--- config.mk ---
export PLATFORM = sky130hd
export DESIGN_NAME = pci_subtr_rd_tgt
export DESIGN_NICKNAME = d
export VERILOG_FILES = /design/src/rtl/psr_pkg.sv /design/src/rtl/psr_claim_timer.sv /design/src/rtl/psr_retry_ctl.sv /design/src/rtl/psr_ds_port.sv /design/src/rtl/pci_subtr_rd_tgt.sv
export SDC_FILE = /design/constraint.sdc
export NUM_CORES = 1
export LEC_CHECK = 0
export BUFFER_PORTS_ARGS = -buffer_cell sky130_fd_sc_hd__buf_2
export CORE_MARGIN = 2
export CORE_UTILIZATION = 53
export CTS_BUF_LIST = sky130_fd_sc_hd__clkbuf_4 sky130_fd_sc_hd__clkbuf_8
export DETAILED_ROUTE_END_ITERATION = 16
export GPL_ROUTABILITY_DRIVEN = 1
export GPL_TIMING_DRIVEN = 0
export PLACE_DENSITY = 0.82
export REMOVE_ABC_BUFFERS = 1
export SLEW_MARGIN = 20
export SYNTH_ARGS = -nofsm -noshare
export SYNTH_HDL_FRONTEND = slang
export SYNTH_SLANG_ARGS = --single-unit
--- constraint.sdc ---
create_clock -name clk -period 2.5 [get_ports clk]
set_input_delay 0.5 -clock clk [delete_from_list [all_inputs] [get_ports clk]]
set_output_delay 0.5 -clock clk [all_outputs]
set_load 0.01 [all_outputs]
--- src/rtl/psr_pkg.sv ---
package psr_pkg;

    typedef enum logic [2:0] {
        ST_IDLE,
        ST_WAIT,
        ST_IGNORE,
        ST_ACCESS,
        ST_DATA,
        ST_TERM,
        ST_TURN
    } psr_state_e;

    localparam logic [3:0] CMD_MEM_RD      = 4'b0110;
    localparam logic [3:0] CMD_MEM_RD_MULT = 4'b1100;
    localparam logic [3:0] CMD_MEM_RD_LINE = 4'b1110;

    function automatic logic is_mem_read(input logic [3:0] cmd);
        return (cmd == CMD_MEM_RD) || (cmd == CMD_MEM_RD_MULT) ||
               (cmd == CMD_MEM_RD_LINE);
    endfunction

endpackage

--- src/rtl/psr_claim_timer.sv ---
module psr_claim_timer #(
    parameter int TIMEOUT = 4
) (
    input  logic clk,
    input  logic rst_n,
    input  logic start_i,
    input  logic active_i,
    input  logic other_devsel_i,
    output logic other_seen_o,
    output logic expire_o
);
    localparam int CW = $clog2(TIMEOUT + 1);
    localparam logic [CW-1:0] LIMIT = CW'(TIMEOUT);

    typedef struct packed {
        logic [CW-1:0] cnt;
    } tmr_t;

    tmr_t q, d;

    always_comb begin
        d = q;
        other_seen_o = active_i && other_devsel_i;
        expire_o     = active_i && !other_devsel_i && (q.cnt == LIMIT);
        if (start_i) begin
            d.cnt = CW'(1);
        end else if (active_i && (q.cnt != LIMIT)) begin
            d.cnt = q.cnt + CW'(1);
        end
    end

    always_ff @(posedge clk or negedge rst_n) begin
        if (!rst_n) q <= '0;
        else        q <= d;
    end


    cnt_in_range_chk: assert property (@(posedge clk) disable iff (!rst_n)
        active_i |-> (q.cnt != '0));

endmodule

--- src/rtl/psr_retry_ctl.sv ---
module psr_retry_ctl (
    input  logic clk,
    input  logic rst_n,
    input  logic eval_i,
    input  logic lock_i,
    input  logic buf_busy_i,
    input  logic ds_busy_i,
    output logic retry_o,
    output logic bus_req_o
);
    typedef struct packed {
        logic bus_req;
    } rty_t;

    rty_t q, d;

    always_comb begin
        d = q;
        retry_o = lock_i || buf_busy_i || ds_busy_i;
        if (eval_i && ds_busy_i) begin
            d.bus_req = 1'b1;
        end else if (!ds_busy_i) begin
            d.bus_req = 1'b0;
        end
    end

    always_ff @(posedge clk or negedge rst_n) begin
        if (!rst_n) q <= '0;
        else        q <= d;
    end

    assign bus_req_o = q.bus_req;


    busy_retry_req_chk: assert property (@(posedge clk) disable iff (!rst_n)
        (eval_i && ds_busy_i) |=> bus_req_o);


    req_clears_chk: assert property (@(posedge clk) disable iff (!rst_n)
        (!ds_busy_i) |=> !bus_req_o);

endmodule

--- src/rtl/psr_ds_port.sv ---
module psr_ds_port #(
    parameter int AW      = 32,
    parameter int BW      = 4,
    parameter int STD_LEN = 6
) (
    input  logic          clk,
    input  logic          rst_n,
    input  logic          start_i,
    input  logic [AW-1:0] addr_i,
    input  logic [BW-1:0] be_i,
    input  logic          ack_i,
    output logic          req_o,
    output logic [AW-1:0] addr_o,
    output logic [BW-1:0] be_o,
    output logic          done_o
);
    localparam int CW = $clog2(STD_LEN + 1);
    localparam logic [CW-1:0] LAST = CW'(STD_LEN - 1);

    typedef struct packed {
        logic          req;
        logic [AW-1:0] addr;
        logic [BW-1:0] be;
        logic [CW-1:0] cnt;
    } dsp_t;

    dsp_t q, d;

    always_comb begin
        d = q;
        done_o = q.req && (ack_i || (q.cnt == LAST));
        if (start_i) begin
            d.req  = 1'b1;
            d.addr = addr_i;
            d.be   = be_i;
            d.cnt  = '0;
        end else if (q.req) begin
            if (done_o) d.req = 1'b0;
            else        d.cnt = q.cnt + CW'(1);
        end
    end

    always_ff @(posedge clk or negedge rst_n) begin
        if (!rst_n) q <= '0;
        else        q <= d;
    end

    assign req_o  = q.req;
    assign addr_o = q.addr;
    assign be_o   = q.be;


    hold_addr_chk: assert property (@(posedge clk) disable iff (!rst_n)
        (req_o && !ack_i) |=> ($stable(addr_o) && $stable(be_o)));


    window_bound_chk: assert property (@(posedge clk) disable iff (!rst_n)
        req_o |-> (q.cnt <= LAST));

endmodule

--- src/rtl/pci_subtr_rd_tgt.sv ---
module pci_subtr_rd_tgt
    import psr_pkg::*;
#(
    parameter int AW             = 32,
    parameter int DW             = 32,
    parameter int BW             = 4,
    parameter int DEVSEL_TIMEOUT = 4,
    parameter int DS_STD_LEN     = 6
) (
    input  logic          clk,
    input  logic          rst_n,
    input  logic          frame_i,
    input  logic          irdy_i,
    input  logic          other_devsel_i,
    input  logic [AW-1:0] ad_i,
    input  logic [BW-1:0] cbe_i,
    input  logic          lock_i,
    input  logic          buf_busy_i,
    input  logic          ds_busy_i,
    output logic          devsel_o,
    output logic          trdy_o,
    output logic          stop_o,
    output logic [DW-1:0] ad_o,
    output logic          ad_oe_o,
    output logic          ds_req_o,
    output logic [AW-1:0] ds_addr_o,
    output logic [BW-1:0] ds_be_o,
    input  logic          ds_ack_i,
    input  logic [DW-1:0] ds_data_i,
    output logic          ds_bus_req_o
);
    typedef struct packed {
        psr_state_e    state;
        logic          devsel;
        logic          trdy;
        logic          stop;
        logic [DW-1:0] data;
        logic [AW-1:0] addr;
    } tgt_t;

    tgt_t q, d;

    logic start_rd, other_seen, claim, retry, accept, ds_done;
    logic bus_idle;

    assign bus_idle = !frame_i && !irdy_i;
    assign start_rd = (q.state == ST_IDLE) && frame_i && is_mem_read(cbe_i[3:0]);
    assign accept   = claim && !retry;

    psr_claim_timer #(.TIMEOUT(DEVSEL_TIMEOUT)) u_timer (
        .clk            (clk),
        .rst_n          (rst_n),
        .start_i        (start_rd),
        .active_i       (q.state == ST_WAIT),
        .other_devsel_i (other_devsel_i),
        .other_seen_o   (other_seen),
        .expire_o       (claim)
    );

    psr_retry_ctl u_retry (
        .clk        (clk),
        .rst_n      (rst_n),
        .eval_i     (claim),
        .lock_i     (lock_i),
        .buf_busy_i (buf_busy_i),
        .ds_busy_i  (ds_busy_i),
        .retry_o    (retry),
        .bus_req_o  (ds_bus_req_o)
    );

    psr_ds_port #(.AW(AW), .BW(BW), .STD_LEN(DS_STD_LEN)) u_ds (
        .clk     (clk),
        .rst_n   (rst_n),
        .start_i (accept),
        .addr_i  (q.addr),
        .be_i    (cbe_i),
        .ack_i   (ds_ack_i),
        .req_o   (ds_req_o),
        .addr_o  (ds_addr_o),
        .be_o    (ds_be_o),
        .done_o  (ds_done)
    );

    always_comb begin
        d = q;
        unique case (q.state)
            ST_IDLE: begin
                if (frame_i) begin
                    if (start_rd) begin
                        d.state = ST_WAIT;
                        d.addr  = ad_i;
                    end else begin
                        d.state = ST_IGNORE;
                    end
                end
            end
            ST_WAIT: begin
                if (other_seen) begin
                    d.state = ST_IGNORE;
                end else if (claim) begin
                    d.devsel = 1'b1;
                    if (retry) begin
                        d.stop  = 1'b1;
                        d.state = ST_TERM;
                    end else begin
                        d.state = ST_ACCESS;
                    end
                end
            end
            ST_IGNORE: begin
                if (bus_idle) d.state = ST_IDLE;
            end
            ST_ACCESS: begin
                if (ds_done) begin
                    d.data  = ds_data_i;
                    d.trdy  = 1'b1;
                    d.stop  = frame_i;
                    d.state = ST_DATA;
                end
            end
            ST_DATA: begin
                if (irdy_i) begin
                    d.trdy = 1'b0;
                    if (q.stop) begin
                        d.state = ST_TERM;
                    end else begin
                        d.devsel = 1'b0;
                        d.state  = ST_TURN;
                    end
                end
            end
            ST_TERM: begin
                if (bus_idle) begin
                    d.devsel = 1'b0;
                    d.stop   = 1'b0;
                    d.state  = ST_IDLE;
                end
            end
            ST_TURN: begin
                if (bus_idle) d.state = ST_IDLE;
            end
            default: d.state = ST_IDLE;
        endcase
    end

    always_ff @(posedge clk or negedge rst_n) begin
        if (!rst_n) begin
            q       <= '0;
            q.state <= ST_IDLE;
        end else begin
            q <= d;
        end
    end

    assign devsel_o = q.devsel;
    assign trdy_o   = q.trdy;
    assign stop_o   = q.stop;
    assign ad_o     = q.data;
    assign ad_oe_o  = (q.state == ST_DATA);


    other_cancels_chk: assert property (@(posedge clk) disable iff (!rst_n)
        ((q.state == ST_WAIT) && other_devsel_i) |=> !devsel_o);


    single_transfer_chk: assert property (@(posedge clk) disable iff (!rst_n)
        (trdy_o && irdy_i) |=> !trdy_o);


    stop_no_fetch_chk: assert property (@(posedge clk) disable iff (!rst_n)
        (stop_o && !trdy_o) |-> !ds_req_o);


    trdy_has_devsel_chk: assert property (@(posedge clk) disable iff (!rst_n)
        trdy_o |-> devsel_o);


    idle_quiet_chk: assert property (@(posedge clk) disable iff (!rst_n)
        (q.state == ST_IDLE) |-> !(devsel_o || trdy_o || stop_o));

endmodule

==> impl_summary.txt, run 1 <==
----------------------------------------------------
[STA]
  Slew at the pin with the worst max-slew slack ... 0.519 ns
  Final Skew ... 0.00976 ns
  Worst hold slack across all endpoints ... 0.0293 ns
  RSZ-0062 raised after global routing ... false
  Total of endpoints with negative setup slack in the final report ... 0
  Final period utilization ... 94.9%
  Maximum clock frequency ... 422 MHz
  Number of max-slew violations in the final report ... 0
  Relative slew slack ... 65.3%
  Shortest period the worst path allows ... 2.37 ns
  Hold Violations, Final ... 0

[Detailed routing]
  Via Count ... 2987
  Detailed route wirelength on metal2 ... 4.57 mm
  Routed wire length per instance ... 15.2 um
  Routed wire length ... 9.21 mm
  Count of nets left with antenna violations after detail routing ... 0
  Amount of wire on met3 after detailed routing ... 750 um
  Top metal layer carrying routed signals ... met4
  Remaining routing DRC violations ... 0
  Starting DRC count in detailed routing ... 80
  Routed via count divided by cell count ... 4.94
  Met1 wire length ... 3.81 mm
  First-pass DRT Iterations ... 6

[Clocking]
  Clk root buf ... sky130_fd_sc_hd__clkbuf_8
  Inserted Clock Buffers ... 17
  Worst-skew pair later-pin latency ... 0.41 ns
  H-tree Lvls ... 4
  CTS tree ... built
  Maximum buffer depth of the clock tree ... 2
  Clock slew at the register clock pins of the worst setup and hold paths ... 0.07 ns
  Count of clock tree sinks ... 114
  Hold buffer count at CTS ... 0

[Finish]
  Fillers ... 734
  Layout cell share with drive strength beyond 1 ... 61.8%
  Antenna diodes ... 0
  Signed area change from the synthesized netlist to the final layout ... 18.3%
  Net count reported at finish ... 546

[Power and ir drop]
  Internal power ... 0.00394 W
  Static leakage power ... 3.24 nW
  Fraction of power consumed by the clock network ... 40.7%
  Power dissipated by switching net loads ... 0.00119 W
  Largest voltage drop on the vdd net ... 0.476 mV
  Switching power share of the total ... 23.3%
  Pwr Total ... 0.00513 W
  Part of the total power dissipated in sequential elements ... 46.3%
  Total power density per cell area ... 851 nW/um2
  Combinational fraction of design power ... 13.1%

[Yosys]
  Portion of synthesized cell area occupied by the leading cell type ... 55.9%
  Synth cell types ... 39
  Number of warning messages in the yosys log ... 0
  Cell type with the highest aggregate area in the netlist ... sky130_fd_sc_hd__dfrtp_1
  Ranking of synthesized cells by area ... sky130_fd_sc_hd__dfrtp_1 56%, sky130_fd_sc_hd__mux2_2 22%, sky130_fd_sc_hd__buf_4 10%
  Synth Area per Inst ... 13.9 um2
  Async set-reset flop share out of synthesis ... 100%
  Number of enable flip-flop cells after synthesis ... 0
  Commonest register cell after synthesis ... sky130_fd_sc_hd__dfrtp_1
  Netlist area before placement ... 5100 um2
  Cell count after synthesis ... 367
  Proportion of synthesized chip area in sequential cells ... 55.9%
  Flop and latch count out of synthesis ... 114

[Critical path]
  Worst-case reg-to-reg path depth ... 6
  Worst setup EP type ... flop
  Type of the worst setup path ... flop to flop
  Setup slack, reg-to-reg ... 0.13 ns
  Cell-by-cell trace of the critical path ... nand2b_4, nor4_4, nor4b_4, buf_4, buf_6, mux2_2
  Critical register-to-register path startpoint ... q[67]$_DFFE_PN0P_
  Worst Path Max Fanout ... 14
  Startpoint type of the worst setup path ... flop
  Maximum single-stage delay on the critical path ... 0.67 ns
  Reg2reg end ... u_ds.addr_o[5]$_DFFE_PN0P_
  Critical-path cell with the highest stage delay ... sky130_fd_sc_hd__dfrtp_1
  Critical path required time ... 2.80 ns
  Worst endpoint data arrival time ... 2.67 ns

[Global route]
  Initial antenna violation count ... 0
  Global-route wire length before repair ... 14.9 mm
  Gr ovfl total ... 0
  Largest net degree at the start of global routing ... 64
  Total global routing track utilization ... 18.9%
  Vias in the first global route ... 3106

[Hold path]
  Class of the worst hold path ... primary input to async pin

[Floorplanning]
  Die area ... 10400 um2
  Die width ... 102 um
  Initial Util ... 54.9%
  Standard-cell rows ... 35
  Number of top-level pins ... 151
  Std-Cell Core Area ... 9280 um2
  Height of the chip ... 102 um

[Placed design]
  Routability Congestion ... 0.811
  I/O Buffers ... 150
  Post-detailed-placement half-perimeter wirelength ... 6.70 mm

[Status]
  Outcome ... complete, no violations

[Run]
  Max-Cap Viols ... 0

----------------------------------------------------
==> routing by layer <==
| metal | vias to the layer above | GRT usage [%] |
|---|---|---|
| met1 | 1480 | 22.5 |
| met2 | 113 | 31.2 |
| li1 | 1385 | - |
| met3 | 9 | 8.00 |
| met5 | - | 0 |
| met4 | 0 | 5.95 |
==> worst max-delay path, delay by kind of cell, from the launching register on <==
| family | cells | cell delay, ns |
|---|---|---|
| flops | 1 | 0.67 |
| mux | 1 | 0.34 |
| buf+inv | 2 | 0.44 |
| simple gates | 3 | 0.80 |
==> layout by cell type, fill, tap and decap left out, drive strengths merged, types with 2 or more instances in the layout <==
cell type  Yosys  layout
o21a           2       2
nor3b          2       2
buf           79     160
o221ai         2       2
a31oi          3       3
mux2         101     101
nand3          4       4
ha             4       4
a21oi          4       4
nand2          6       6
nor2           9       9
nand2b         4       4
o22a           2       2
clkbuf         2      21
bufinv         0       6
inv            5       5
clkinv         0       2
nor2b          2       2
dfrtp        114     114
o21ai          4       4
xor2           3       3
xnor2          2       2
==> flip-flops by register name (all words and copies together), names as in the netlist <==
name and flops:
u_retry.bus_req_o 1, stop_o 1, u_ds.q 3, u_timer.q 3, u_ds.addr_o 32, trdy_o 1, devsel_o 1, q 35
u_ds.req_o 1, ad_o 32, u_ds.be_o 4
==> worst max path at each step <==
| stage | from | to | slack, ns | cells after the start |
|---|---|---|---|---|
| global route | q[69]$_DFFE_PN0P_ | q[27]$_DFFE_PN0P_ | 0.005 | 6 |
| finish | q[67]$_DFFE_PN0P_ | u_ds.addr_o[5]$_DFFE_PN0P_ | 0.13 | 6 |
| CTS | q[69]$_DFFE_PN0P_ | q[30]$_DFFE_PN0P_ | 0.12 | 6 |
| floorplan | q[67]$_DFFE_PN0P_ | u_ds.be_o[0]$_DFFE_PN0P_ | -0.36 | 4 |
| global placement | q[67]$_DFFE_PN0P_ | u_ds.addr_o[25]$_DFFE_PN0P_ | -1.27 | 4 |
| detailed placement | q[67]$_DFFE_PN0P_ | u_ds.addr_o[5]$_DFFE_PN0P_ | -0.35 | 6 |
==> per-stage QoR <==
| step | area, um2 | setup slack, ns | instances | setup TNS [ns] | util [%] |
|---|---|---|---|---|---|
| 6_report | 6030 | 0.128 | 605 | 0 | 65.0 |
| 5_1_grt | 6030 | 0.00488 | 605 | 0 | 65.0 |
| 4_1_cts | 6030 | 0.118 | 605 | 0 | 65.0 |
| 3_5_place_dp | 5530 | -0.347 | 573 | -6.70 | 59.5 |
| 3_3_place_gp | 5410 | -1.27 | 565 | -120.70 | 58.2 |
| 2_1_floorplan | 4490 | -0.360 | 286 | -19.68 | - |
==> cell usage after synthesis, types with 2 or more instances <==
cell type and count:
sky130_fd_sc_hd__mux2_1 2, sky130_fd_sc_hd__a31oi_1 3, sky130_fd_sc_hd__o22a_1 2, sky130_fd_sc_hd__buf_2 4
sky130_fd_sc_hd__nor2_1 9, sky130_fd_sc_hd__nand2_1 6, sky130_fd_sc_hd__mux2_2 99, sky130_fd_sc_hd__nand3_1 4
sky130_fd_sc_hd__xnor2_1 2, sky130_fd_sc_hd__inv_1 5, sky130_fd_sc_hd__o21a_1 2, sky130_fd_sc_hd__a21oi_1 4
sky130_fd_sc_hd__nor2b_1 2, sky130_fd_sc_hd__xor2_1 3, sky130_fd_sc_hd__buf_4 71, sky130_fd_sc_hd__buf_6 4
sky130_fd_sc_hd__dfrtp_1 114, sky130_fd_sc_hd__o21ai_0 3, sky130_fd_sc_hd__clkbuf_1 2, sky130_fd_sc_hd__nand2b_1 3
sky130_fd_sc_hd__ha_1 4, sky130_fd_sc_hd__o221ai_1 2
==> area by class of cell <==
cell class                      instances  area [um2]  share of cell area (%)
Clock inverter                          9         201                    3.34
Clock buffer                           21         289                    4.79
Timing Repair Buffer                  160         878                    14.6
Multi-Input combinational cell        167        1630                    27.0
Sequential cell                       114        2850                    47.3
Tap cell                              129         161                    2.68
Inverter                                5        18.8                   0.311
==> kinds of logic after synthesis <==
kind of cell,after synthesis,synth area share (%)
AND/OR/NAND/NOR,33,4.44
AO/OA/AOI/OAI,23,3.04
buffers and inverters,86,12.2
flip-flops,114,55.9
multiplexers,102,22.5
adder cells (fa/ha/maj),4,0.981
XOR/XNOR,5,0.859
==> power groups by stage <==
stage	clock (W)	combinational (W)	sequential, W
after floorplan	0	0.000453	0.00236
after global placement	0	0.000620	0.00238
after detailed placement	0	0.000675	0.00241
after CTS	0.00214	0.000682	0.00238
after global routing	0.00223	0.000748	0.00242
final	0.00209	0.000671	0.00238
==> what timing repair did <==
| item | 4_1_cts | 5_1_grt |
|---|---|---|
| resized for setup | 0 | 0 |
| setup buffers | 2 | 0 |
| setup endpoints to repair | 30 | 0 |
Note: power is estimated with default switching activity, not from simulation.
==> run 2, diff against run 1 <==
ABC_AREA = 1   (was unset)
CORE_UTILIZATION = 54   (was 53)
PLACE_DENSITY = 0.86   (was 0.82)
==> run 2 against run 1 <==
  * Non-clock buffer count down 5
  * Largest power group unchanged
  * Critical endpoint is now q[23]$_DFFE_PN0P_
  * Worst hold slack better by 0.0084 ns
  * Setup slack better by 0.17 ns
  * Final cell count up 41%
  * Area after synthesis up 3.1%
==> impl_summary.txt, run 2 <==
----------------------------------------------------
[Detailed routing]
  Routed wire length per instance ... 12.8 um (-16%)
  Via Count ... 4072 (+36%)
  Routed wire length ... 11.0 mm (+19%)
  First-pass DRT Iterations ... 4 (-2)
  Starting DRC count in detailed routing ... 192 (+140%)
  Routed via count divided by cell count ... 4.76 (-3.6%)
  Count of nets left with antenna violations after detail routing ... 0 (unchanged)
  Remaining routing DRC violations ... 0 (unchanged)

[Floorplanning]
  Die width ... 103 um (+0.55%)
  Standard-cell rows ... 36 (+2.9%)
  Initial Util ... 54.8% (-0.15 points)
  Number of top-level pins ... 151 (unchanged)
  Height of the chip ... 103 um (+0.55%)
  Std-Cell Core Area ... 9590 um2 (+3.3%)
  Die area ... 10500 um2 (+1.1%)

[Critical path]
  Startpoint type of the worst setup path ... flop
  Most used cell, CP ... sky130_fd_sc_hd__nand2_1
  Critical path required time ... 2.79 ns (about the same)
  Worst endpoint data arrival time ... 2.50 ns (-0.17 ns)
  Maximum single-stage delay on the critical path ... 0.56 ns (-0.11 ns)
  Critical-path cell with the highest stage delay ... sky130_fd_sc_hd__nand2_2
  Type of the worst setup path ... flop to flop
  Worst setup EP type ... flop
  Worst Path Max Fanout ... 32 (+18)
  Cell-by-cell trace of the critical path ... inv_1, nand2_1, nor2_1, nand2_2, clkinvlp_4, buf_4, buf_4, nand2_1, nand2_1

[STA]
  Slew at the pin with the worst max-slew slack ... 0.747 ns (+0.229 ns)
  Relative slew slack ... 50.1% (-15 points)
  Shortest period the worst path allows ... 2.20 ns (-0.167 ns)
  Total of endpoints with negative setup slack in the final report ... 0 (unchanged)
  Maximum clock frequency ... 454 MHz (+7.6%)
  Final Skew ... 0.0118 ns (+0.00204 ns)
  Worst hold slack across all endpoints ... 0.0376 ns (+0.00837 ns)
  Number of max-slew violations in the final report ... 0 (unchanged)
  Hold Violations, Final ... 0 (unchanged)
  Final period utilization ... 88.2% (-6.7 points)
  RSZ-0062 raised after global routing ... false

[Yosys]
  Number of enable flip-flop cells after synthesis ... 0 (unchanged)
  Synth cell types ... 21 (-46%)
  Netlist area before placement ... 5260 um2 (+3.1%)
  Cell count after synthesis ... 627 (+71%)
  Ranking of synthesized cells by instance count ... 255 x sky130_fd_sc_hd__nand2_1, 114 x sky130_fd_sc_hd__dfrtp_1, 75 x sky130_fd_sc_hd__buf_4, 61 x sky130_fd_sc_hd__inv_1, 38 x sky130_fd_sc_hd__o21ai_0
  Flop and latch count out of synthesis ... 114 (unchanged)
  Portion of synthesized cell area occupied by the leading cell type ... 54.3% (-1.7 points)
  Synth Area per Inst ... 8.38 um2 (-40%)
  Proportion of synthesized chip area in sequential cells ... 54.3% (-1.7 points)
  Number of warning messages in the yosys log ... 0 (unchanged)
  Async set-reset flop share out of synthesis ... 100% (unchanged)
  Cell type with the highest aggregate area in the netlist ... sky130_fd_sc_hd__dfrtp_1
  Most instantiated library cell after synthesis ... sky130_fd_sc_hd__nand2_1
  Commonest register cell after synthesis ... sky130_fd_sc_hd__dfrtp_1
  Ranking of synthesized cells by area ... sky130_fd_sc_hd__dfrtp_1 54%, sky130_fd_sc_hd__nand2_1 18%, sky130_fd_sc_hd__buf_4 11%

[Clocking]
  H-tree Lvls ... 4 (unchanged)
  Clock slew at the register clock pins of the worst setup and hold paths ... 0.07 ns (about the same)
  Maximum buffer depth of the clock tree ... 2 (unchanged)
  Hold buffer count at CTS ... 0 (unchanged)
  Worst-skew pair later-pin latency ... 0.41 ns (about the same)
  Inserted Clock Buffers ... 17 (unchanged)
  Count of clock tree sinks ... 114 (unchanged)
  Clk root buf ... sky130_fd_sc_hd__clkbuf_8
  CTS tree ... built

[Finish]
  Largest register by flop count ... q
  Final core occ ... 63.5% (-1.5 points)
  Signed area change from the synthesized netlist to the final layout ... 15.9%
  Most frequent standard cell in the layout excluding fill and tap cells ... sky130_fd_sc_hd__nand2_1
  Layout cell share with drive strength beyond 1 ... 27.0% (-35 points)
  Most frequent cells in the layout ... 254 x sky130_fd_sc_hd__nand2_1, 149 x sky130_fd_sc_hd__buf_2, 114 x sky130_fd_sc_hd__dfrtp_1, 60 x sky130_fd_sc_hd__inv_1, 38 x sky130_fd_sc_hd__o21ai_0
  Post-route non-filler standard cell count ... 856 (+41%)
  Antenna diodes ... 0 (unchanged)
  Net count reported at finish ... 793 (+45%)
  Max reg flops ... 35 (unchanged)

[Global route]
  Largest net degree at the start of global routing ... 61 (-4.7%)
  Total global routing track utilization ... 20.8% (+2.0 points)
  Gr ovfl total ... 0 (unchanged)
  Vias in the first global route ... 3793 (+22%)
  Initial antenna violation count ... 0 (unchanged)
  Global-route wire length before repair ... 17.0 mm (+14%)

[Hold path]
  Class of the worst hold path ... primary input to async pin

[Placed design]
  Routability Congestion ... 0.778 (-4.1%)
  Post-detailed-placement half-perimeter wirelength ... 7.17 mm (+7.1%)
  Placed cell count ... 821 (+43%)
  I/O Buffers ... 150 (unchanged)

[Power and ir drop]
  Power dissipated by switching net loads ... 0.00146 W (+22%)
  Fraction of power consumed by the clock network ... 37.0% (-3.7 points)
  Internal power ... 0.00367 W (-6.8%)
  Pwr Total ... 0.00513 W (-0.11%)
  Static leakage power ... 3.65 nW (+13%)
  Total power density per cell area ... 842 nW/um2 (-1.1%)
  Combinational fraction of design power ... 16.3% (+3.2 points)
  Switching power share of the total ... 28.4% (+5.1 points)
  Largest voltage drop on the vdd net ... 0.376 mV (-21%)
  Part of the total power dissipated in sequential elements ... 46.7% (+0.4 points)

[Status]
  Outcome ... complete, no violations

[Run]
  Max-Cap Viols ... 0 (unchanged)

----------------------------------------------------
## run 2: changes by cell type in the layout (fill, tap and decap cells not counted), moves of 14 or more
cell                      change
sky130_fd_sc_hd__mux2_2      -99
sky130_fd_sc_hd__o21ai_0     +35
sky130_fd_sc_hd__inv_1       +55
sky130_fd_sc_hd__nand3_1     +14
sky130_fd_sc_hd__o21ai_1     +15
sky130_fd_sc_hd__nand2_1    +248
## run 2: kinds of logic (layout without fill, tap and decap cells)
logic type,after synthesis,count (layout),share of synthesized area [%]
buffers and inverters,154,249,16.7
DFF,114,114,54.3
adders and majority gates,4,4,0.952
AOI/OAI and AO/OA,58,58,5.52
and+or+nand+nor,296,297,22.4
xor gates and xnor gates,1,1,0.167
## run 2: final cells by class
cell class	count	area [um2]
Multi-Input combinational cell	360	1550
Tap cell	133	166
Timing Repair inverter	1	7.51
Fill cell	822	3500
Timing Repair Buffer	155	835
Sequential cell	114	2850
Clock buffer	21	289
Inverter	63	243
Clock inverter	9	154
## run 2: path summary, 6_finish.rpt
path | start | to | slack [ns] | depth (start not counted)
hold / removal | rst_n | ad_o[11]$_DFFE_PN0P_ | 0.04 | 1
min in group clk | ad_i[28] | q[28]$_DFFE_PN0P_ | 0.28 | 3
setup reg to reg | q[68]$_DFFE_PN0P_ | q[23]$_DFFE_PN0P_ | 0.30 | 9
max in group asynchronous | rst_n | q[6]$_DFFE_PN0P_ | 1.80 | 2
hold reg to reg | q[6]$_DFFE_PN0P_ | u_ds.addr_o[6]$_DFFE_PN0P_ | 0.47 | 2
setup / recovery | q[68]$_DFFE_PN0P_ | q[23]$_DFFE_PN0P_ | 0.30 | 9
## run 2: repair_timing
| item | 4_1_cts | 5_1_grt |
|---|---|---|
| pin swaps | 0 | 1 |
| cloned | 1 | 1 |
| buffers inserted | 0 | 3 |
| endpoints found under the setup margin | 39 | 35 |
| resized for setup | 4 | 0 |
## run 2: per-layer routing
metal | vias to the layer above | wire length (um) | track usage [%]
met5 | - | 0 | 0
met4 | 0 | 78 | 7.18
met3 | 8 | 844 | 7.32
met2 | 155 | 5590 | 34.5
met1 | 1899 | 4440 | 25.5
li1 | 2010 | - | -
## run 2: through the flow
stage	setup slack [ns]	setup TNS [ns]	area [um2]
2_1_floorplan	0.215	0	4610
3_3_place_gp	-0.608	-61.20	5530
5_1_grt	0.140	0	6090
6_report	0.295	0	6090
4_1_cts	0.0184	0	6060
3_5_place_dp	-0.643	-17.64	5600
## run 2: critical path: cells and delay by family (launching register included)
| family | cells | cell delay (ns) |
|---|---|---|
| buffers and inverters | 4 | 0.71 |
| flip-flops | 1 | 0.52 |
| AND/OR/NAND/NOR | 5 | 0.84 |
## run 2: power by group through the flow
stage                     Clock (W)  Combinational [W]  Sequential, W
after floorplan                   0           0.000539        0.00238
after global routing        0.00201           0.000961        0.00243
after global placement            0           0.000765        0.00240
after CTS                   0.00194           0.000830        0.00239
final                       0.00190           0.000836        0.00239
after detailed placement          0           0.000816        0.00242
